===== config.mk =====
export PLATFORM = sky130hd
export DESIGN_NAME = bkup_rail_ctrl
export DESIGN_NICKNAME = d
export VERILOG_FILES = /design/src/rtl/supv_pkg.sv /design/src/rtl/flag_sync.sv /design/src/rtl/flag_persist.sv /design/src/rtl/rail_fsm.sv /design/src/rtl/pfail_gate.sv /design/src/rtl/bkup_rail_ctrl.sv
export SDC_FILE = /design/constraint.sdc
export NUM_CORES = 1
export LEC_CHECK = 0
export BUFFER_PORTS_ARGS = -buffer_cell sky130_fd_sc_hd__buf_2
export CORE_MARGIN = 2
export CORE_UTILIZATION = 45
export CTS_BUF_LIST = sky130_fd_sc_hd__clkbuf_8 sky130_fd_sc_hd__clkbuf_16
export CTS_CLUSTER_SIZE = 12
export DETAILED_ROUTE_END_ITERATION = 10
export PLACE_DENSITY = 0.74
export SLEW_MARGIN = 20
export SYNTH_ARGS = -nofsm -noshare
export SYNTH_HDL_FRONTEND = slang
export SYNTH_HIERARCHICAL = 1
export SYNTH_SLANG_ARGS = --single-unit

===== constraint.sdc =====
create_clock -name clk -period 1.2 [get_ports clk]
set_input_delay 0 -clock clk [delete_from_list [all_inputs] [get_ports clk]]
set_output_delay 0 -clock clk [all_outputs]
set_load 0.02 [all_outputs]

===== src/rtl/supv_pkg.sv =====
package supv_pkg;

  typedef enum logic [1:0] {
    MODE_MAINS = 2'b01,
    MODE_BATT  = 2'b10
  } rail_mode_t;

  localparam int FLAG_N   = 4;
  localparam int F_SW     = 0;
  localparam int F_BAT    = 1;
  localparam int F_RST    = 2;
  localparam int F_PFI    = 3;

  // Entry into battery mode needs both conditions together.
  function automatic logic enter_batt(input logic below_sw, input logic below_bat);
    return below_sw & below_bat;
  endfunction

  // Exit from battery mode depends on the reset threshold only.
  function automatic logic leave_batt(input logic below_rst);
    return ~below_rst;
  endfunction

  // Warning level: high only when the supply is usable and the input is healthy.
  function automatic logic pfail_level(input logic pfi_low, input logic below_sw);
    return ~(pfi_low | below_sw);
  endfunction

endpackage


===== src/rtl/flag_sync.sv =====
module flag_sync #(
  parameter int WIDTH  = 4,
  parameter int STAGES = 2
) (
  input  logic             clk,
  input  logic             rst_n,
  input  logic [WIDTH-1:0] async_i,
  output logic [WIDTH-1:0] sync_o
);

  logic [WIDTH-1:0] chain_q [STAGES];

  always_ff @(posedge clk or negedge rst_n) begin
    if (!rst_n) chain_q[0] <= '0;
    else        chain_q[0] <= async_i;
  end

  for (genvar s = 1; s < STAGES; s++) begin : g_stage
    always_ff @(posedge clk or negedge rst_n) begin
      if (!rst_n) chain_q[s] <= '0;
      else        chain_q[s] <= chain_q[s-1];
    end
  end

  assign sync_o = chain_q[STAGES-1];

endmodule


===== src/rtl/flag_persist.sv =====
module flag_persist #(
  parameter int PERSIST = 4
) (
  input  logic clk,
  input  logic rst_n,
  input  logic sync_i,
  output logic filt_o
);

  localparam int CW = $clog2(PERSIST + 1);
  localparam logic [CW-1:0] LIMIT = CW'(PERSIST - 1);

  logic [CW-1:0] cnt_q;
  logic          filt_q;
  logic          differ;
  logic          accept;

  assign differ = sync_i ^ filt_q;
  assign accept = differ && (cnt_q == LIMIT);

  always_ff @(posedge clk or negedge rst_n) begin
    if (!rst_n) begin
      cnt_q  <= '0;
      filt_q <= 1'b0;
    end else if (!differ) begin
      cnt_q  <= '0;
    end else if (accept) begin
      cnt_q  <= '0;
      filt_q <= sync_i;
    end else begin
      cnt_q  <= cnt_q + 1'b1;
    end
  end

  assign filt_o = filt_q;

  // the filtered flag moves only after the synced value has differed for PERSIST cycles
  p_filter_hold_r7: assert property (@(posedge clk) disable iff (!rst_n)
    (filt_q != sync_i) && (cnt_q != LIMIT) |=> $stable(filt_q));

endmodule


===== src/rtl/rail_fsm.sv =====
module rail_fsm
  import supv_pkg::*;
(
  input  logic       clk,
  input  logic       rst_n,
  input  logic       below_sw,
  input  logic       below_bat,
  input  logic       below_rst,
  output logic       rail_batt,
  output rail_mode_t mode
);

  rail_mode_t state_q, state_d;
  logic       go_batt;
  logic       go_mains;

  assign go_batt  = (state_q == MODE_MAINS) && enter_batt(below_sw, below_bat);
  assign go_mains = (state_q == MODE_BATT)  && leave_batt(below_rst);

  always_comb begin
    state_d = state_q;
    if (go_batt)       state_d = MODE_BATT;
    else if (go_mains) state_d = MODE_MAINS;
  end

  always_ff @(posedge clk or negedge rst_n) begin
    if (!rst_n) state_q <= MODE_MAINS;
    else        state_q <= state_d;
  end

  assign rail_batt = (state_q == MODE_BATT);
  assign mode      = state_q;

  // battery entered only when both conditions held in the evaluating cycle
  p_entry_needs_both_r2: assert property (@(posedge clk) disable iff (!rst_n)
    !rail_batt && !(below_sw && below_bat) |=> !rail_batt);

  // the battery flag alone never moves the rail off mains
  p_bat_alone_r3: assert property (@(posedge clk) disable iff (!rst_n)
    !rail_batt && !below_sw |=> !rail_batt);

  // return to mains as soon as the reset flag clears
  p_exit_on_rst_r4: assert property (@(posedge clk) disable iff (!rst_n)
    rail_batt && !below_rst |=> !rail_batt);

  // hold battery mode while under the reset threshold
  p_hold_batt_r5: assert property (@(posedge clk) disable iff (!rst_n)
    rail_batt && below_rst |=> rail_batt);

endmodule


===== src/rtl/pfail_gate.sv =====
module pfail_gate
  import supv_pkg::*;
(
  input  logic clk,
  input  logic rst_n,
  input  logic pfi_low,
  input  logic below_sw,
  output logic pfail_n
);

  logic pfail_q;

  always_ff @(posedge clk or negedge rst_n) begin
    if (!rst_n) pfail_q <= 1'b0;
    else        pfail_q <= pfail_level(pfi_low, below_sw);
  end

  assign pfail_n = pfail_q;

  // comparator forced off under the switchover threshold
  p_forced_low_r6: assert property (@(posedge clk) disable iff (!rst_n)
    below_sw |=> !pfail_n);

  // warning follows the power-fail flag when the supply is usable
  p_follow_pfi_r6: assert property (@(posedge clk) disable iff (!rst_n)
    !below_sw |=> (pfail_n == !$past(pfi_low)));

endmodule


===== src/rtl/bkup_rail_ctrl.sv =====
module bkup_rail_ctrl
  import supv_pkg::*;
#(
  parameter int SYNC_STAGES = 2,
  parameter int PERSIST     = 4
) (
  input  logic       clk,
  input  logic       rst_n,
  input  logic       sup_below_sw_i,
  input  logic       sup_below_bat_i,
  input  logic       sup_below_rst_i,
  input  logic       pfi_below_ref_i,
  output logic       rail_batt_o,
  output logic       pfail_n_o,
  output logic [1:0] mode_o
);

  logic [FLAG_N-1:0] raw_flags;
  logic [FLAG_N-1:0] sync_flags;
  logic [FLAG_N-1:0] filt_flags;
  rail_mode_t        mode_w;

  assign raw_flags[F_SW]  = sup_below_sw_i;
  assign raw_flags[F_BAT] = sup_below_bat_i;
  assign raw_flags[F_RST] = sup_below_rst_i;
  assign raw_flags[F_PFI] = pfi_below_ref_i;

  flag_sync #(.WIDTH(FLAG_N), .STAGES(SYNC_STAGES)) u_sync (
    .clk    (clk),
    .rst_n  (rst_n),
    .async_i(raw_flags),
    .sync_o (sync_flags)
  );

  for (genvar f = 0; f < FLAG_N; f++) begin : g_persist
    flag_persist #(.PERSIST(PERSIST)) u_persist (
      .clk   (clk),
      .rst_n (rst_n),
      .sync_i(sync_flags[f]),
      .filt_o(filt_flags[f])
    );
  end

  rail_fsm u_fsm (
    .clk      (clk),
    .rst_n    (rst_n),
    .below_sw (filt_flags[F_SW]),
    .below_bat(filt_flags[F_BAT]),
    .below_rst(filt_flags[F_RST]),
    .rail_batt(rail_batt_o),
    .mode     (mode_w)
  );

  pfail_gate u_pfail (
    .clk     (clk),
    .rst_n   (rst_n),
    .pfi_low (filt_flags[F_PFI]),
    .below_sw(filt_flags[F_SW]),
    .pfail_n (pfail_n_o)
  );

  assign mode_o = mode_w;

  // status is one-hot and agrees with the rail select
  p_mode_match_r8: assert property (@(posedge clk) disable iff (!rst_n)
    ($countones(mode_o) == 1) && (mode_o[1] == rail_batt_o));

  // reset state
  always_comb begin
    if (!rst_n) begin
      a_reset_state_r1: assert (!rail_batt_o && !pfail_n_o);
    end
  end

endmodule


==> results.json <==
{
  "cp_max_fo": 3,
  "rsz0062_at_grt": "false",
  "cp.required_ns": 1.35,
  "synth-main-ff-cell": "dfrtp_1",
  "grt_usage_pct": 12.3,
  "yosysUniqueCellTypes": 14,
  "clkTransAtPathRegs_ns": 0.08,
  "core_sq_um": 2170,
  "worstSetupPathType": "reg -> reg",
  "wl_per_cell_microns": 12.2,
  "cts-root-buf": "clkbuf_8",
  "clockBufferDepth": 2,
  "tightest_slew_ns": 0.566,
  "outcome": "complete, no violations",
  "synth_top_cell_area_share_pct": 64.0,
  "period_share_pct": 95.0,
  "drive_gt1_share_pct": 28.9,
  "synth_seq_cells": 27,
  "fin_util_pct": 54.2,
  "first_iter_violations": 4,
  "diodes": 0,
  "p_comb_share_pct": 23.8,
  "syn_nets": 77,
  "internal_power_mw": 1.65,
  "avgSynthCellArea_sq_um": 15.2,
  "synth_most_common_cell": "dfrtp_1",
  "maxCapViolations": 0,
  "grt_overflow": 0,
  "yosys-top-cells-area": "dfrtp_1 64%, nor3b_1 5.9%, nor2b_4 5.4%, ha_1 4.9%, mux2_2 4.4%",
  "reg2reg_depth": 3,
  "leakage_nw": 0.547,
  "async_reset_ff_share_pct": 100,
  "yosys_warnings": 6,
  "finalClockSkew_ns": 0.00268,
  "viasPerCell": 4.84,
  "grt_max_degree": 28,
  "first_pass_iters": 2,
  "path_delay_family": "flip-flops",
  "p_seq_share_pct": 55.4,
  "synth_simple_gate_area_share_pct": 15.6,
  "synth_top_family_by_area": "simple AND/OR/NAND/NOR gates",
  "ys_seq_area_share_pct": 66.6,
  "synth_cells": 67,
  "gp_congestion": 0.687,
  "finalWirelength_microns": 1360,
  "r2r-end": "g_persist[2].u_persist/filt_o",
  "dp_hpwl_microns": 950,
  "post-route-drc-count": 0,
  "syn_area_sq_um": 1020,
  "cts-resized-gates": 0,
  "die_h_microns": 51.5,
  "cp_cell_sequence": "ha_1 > nor2b_4 > mux2_2",
  "die-area_sq_um": 2650,
  "h-tree-depth": 1,
  "pwr_density_cell_nw_per_um2": 1930,
  "synth_xor_area_share_pct": 3.45,
  "grt_pass1_vias": 578,
  "muxShareOfSynthArea_pct": 4.43,
  "boundaryPins": 10,
  "final.min_clock_period_ns": 1.14,
  "irDropWorstVdd_mv": 1.26,
  "max_stage_delay_ns": 0.36,
  "r2r_slack_ns": 0.06,
  "hold_path.class": "in -> async",
  "vias": 537,
  "slew_viol_final": 0,
  "fin_nets": 94,
  "critPathArrivalTime_ns": 1.29,
  "r2r_start": "g_persist[2].u_persist/cnt_q[0]",
  "cts_tree": "built",
  "p_sw_mw": 0.612,
  "rows": 17,
  "synthAdderAreaFrac_pct": 4.93,
  "max_freq_mhz": 877,
  "slowest_stage": "dfrtp_1",
  "relSlewSlack_pct": 62.3,
  "grt_pass1_wl_microns": 2410,
  "cts_made_buffers": 3,
  "antenna_found_initial": 0,
  "tns_ns": 0,
  "clock_latency_ns": 0.26,
  "switching_share_pct": 27.0,
  "synth_area_leader_cell": "dfrtp_1",
  "die_x_microns": 51.5,
  "worstSetupStartpointType": "register",
  "end_kind": "register",
  "ant_nets": 0,
  "port_buffers": 9,
  "synth-compound-area-share_pct": 1.97,
  "cts_sinks": 27,
  "hold_viol": 0,
  "yosys-top-cells-count": "26 x dfrtp_1, 8 x nor3b_1",
  "clkPwrFrac_pct": 20.8,
  "syn_to_final_growth_pct": 15.8,
  "initial_core_util_pct": 46.8,
  "setup_viol": 0,
  "synth_edf_count": 0,
  "crit_buf_inv": 0
}
## layer usage
layer | part of all wire [%] | GRT usage, %
met5 | 0 | 0
met4 | 0.89 | 5.26
met3 | 2.7 | 2.87
met2 | 52 | 21.6
met1 | 45 | 14.4
## per-stage QoR
stage	worst slack [ns]	instances	hold slack (ns)	power [mW]	instance area, sq um
detailed placement	0.0631	100	0.0281	1.78	1070
finish	0.0597	111	0.265	2.27	1180
global placement	0.0739	100	0.0209	1.74	1070
global route	0.00612	111	0.326	2.44	1180
CTS	0.0486	109	0.274	2.27	1160
floorplan	0.124	67	-0.296	1.65	1020
## sequential cells by signal (all words and copies together) (netlist names)
signal                      flops
u_sync/sync_o                   4
g_persist.u_persist/cnt_q      12
g_persist.u_persist/filt_o      4
u_pfail/pfail_n                 1
u_sync/chain_q                  4
u_fsm/mode                      2
## kinds of logic (layout without fill, tap and decap cells)
logic type,after synthesis,in the layout
mux,4,4
simple gates,21,21
fa+ha+maj,4,4
buf+inv,4,20
compound gates,3,3
flops,27,27
xor+xnor,4,4
## placed cells by master, fill, tap and decap left out
cell / instances
nand2_1: 1
buf_4: 2
ha_1: 4
inv_1: 1
buf_2: 9
o22a_2: 1
dlygate4sd3_1: 5
clkbuf_8: 3
dfrtp_1: 26
a21oi_1: 2
xnor2_1: 4
nor2b_4: 4
nor3_1: 4
nor3b_1: 8
nor2_1: 2
nor2b_1: 2
dfstp_2: 1
mux2_2: 4
## worst max path at each step
stage / startpoint / end / slack [ns] / depth (start not counted)
CTS: g_persist[0].u_persist/cnt_q[0] / g_persist[0].u_persist/filt_o / 0.05 / 3
detailed placement: g_persist[0].u_persist/cnt_q[0] / g_persist[0].u_persist/filt_o / 0.06 / 3
finish: g_persist[2].u_persist/cnt_q[0] / g_persist[2].u_persist/filt_o / 0.06 / 3
global placement: g_persist[2].u_persist/cnt_q[0] / g_persist[2].u_persist/filt_o / 0.07 / 3
global route: g_persist[0].u_persist/cnt_q[0] / g_persist[0].u_persist/filt_o / 0.006 / 3
floorplan: g_persist[0].u_persist/cnt_q[0] / g_persist[0].u_persist/filt_o / 0.12 / 3
## timing repair
action,4_1_cts,5_1_grt
setup endpoints to repair,0,2
endpoints found under the hold margin,30,0
buffers inserted,0,2
hold buffers,5,0
## power by group through the flow
stage / Clock [mW] / Combinational (mW) / Sequential [mW]
2_1_floorplan: 0 / 0.392 / 1.26
3_3_place_gp: 0 / 0.480 / 1.26
3_5_place_dp: 0 / 0.506 / 1.27
5_1_grt: 0.531 / 0.629 / 1.28
4_1_cts: 0.491 / 0.520 / 1.26
6_report: 0.472 / 0.539 / 1.25
## area by class of cell
| class | count | area, sq um |
|---|---|---|
| Clock buffer | 3 | 41.3 |
| Clock inverter | 1 | 3.75 |
| Fill cell | 185 | 993 |
| Multi-Input combinational cell | 36 | 309 |
| Sequential cell | 27 | 677 |
| Tap cell | 28 | 35.0 |
| Timing Repair Buffer | 16 | 110 |
(Power assumes the default switching activity.)
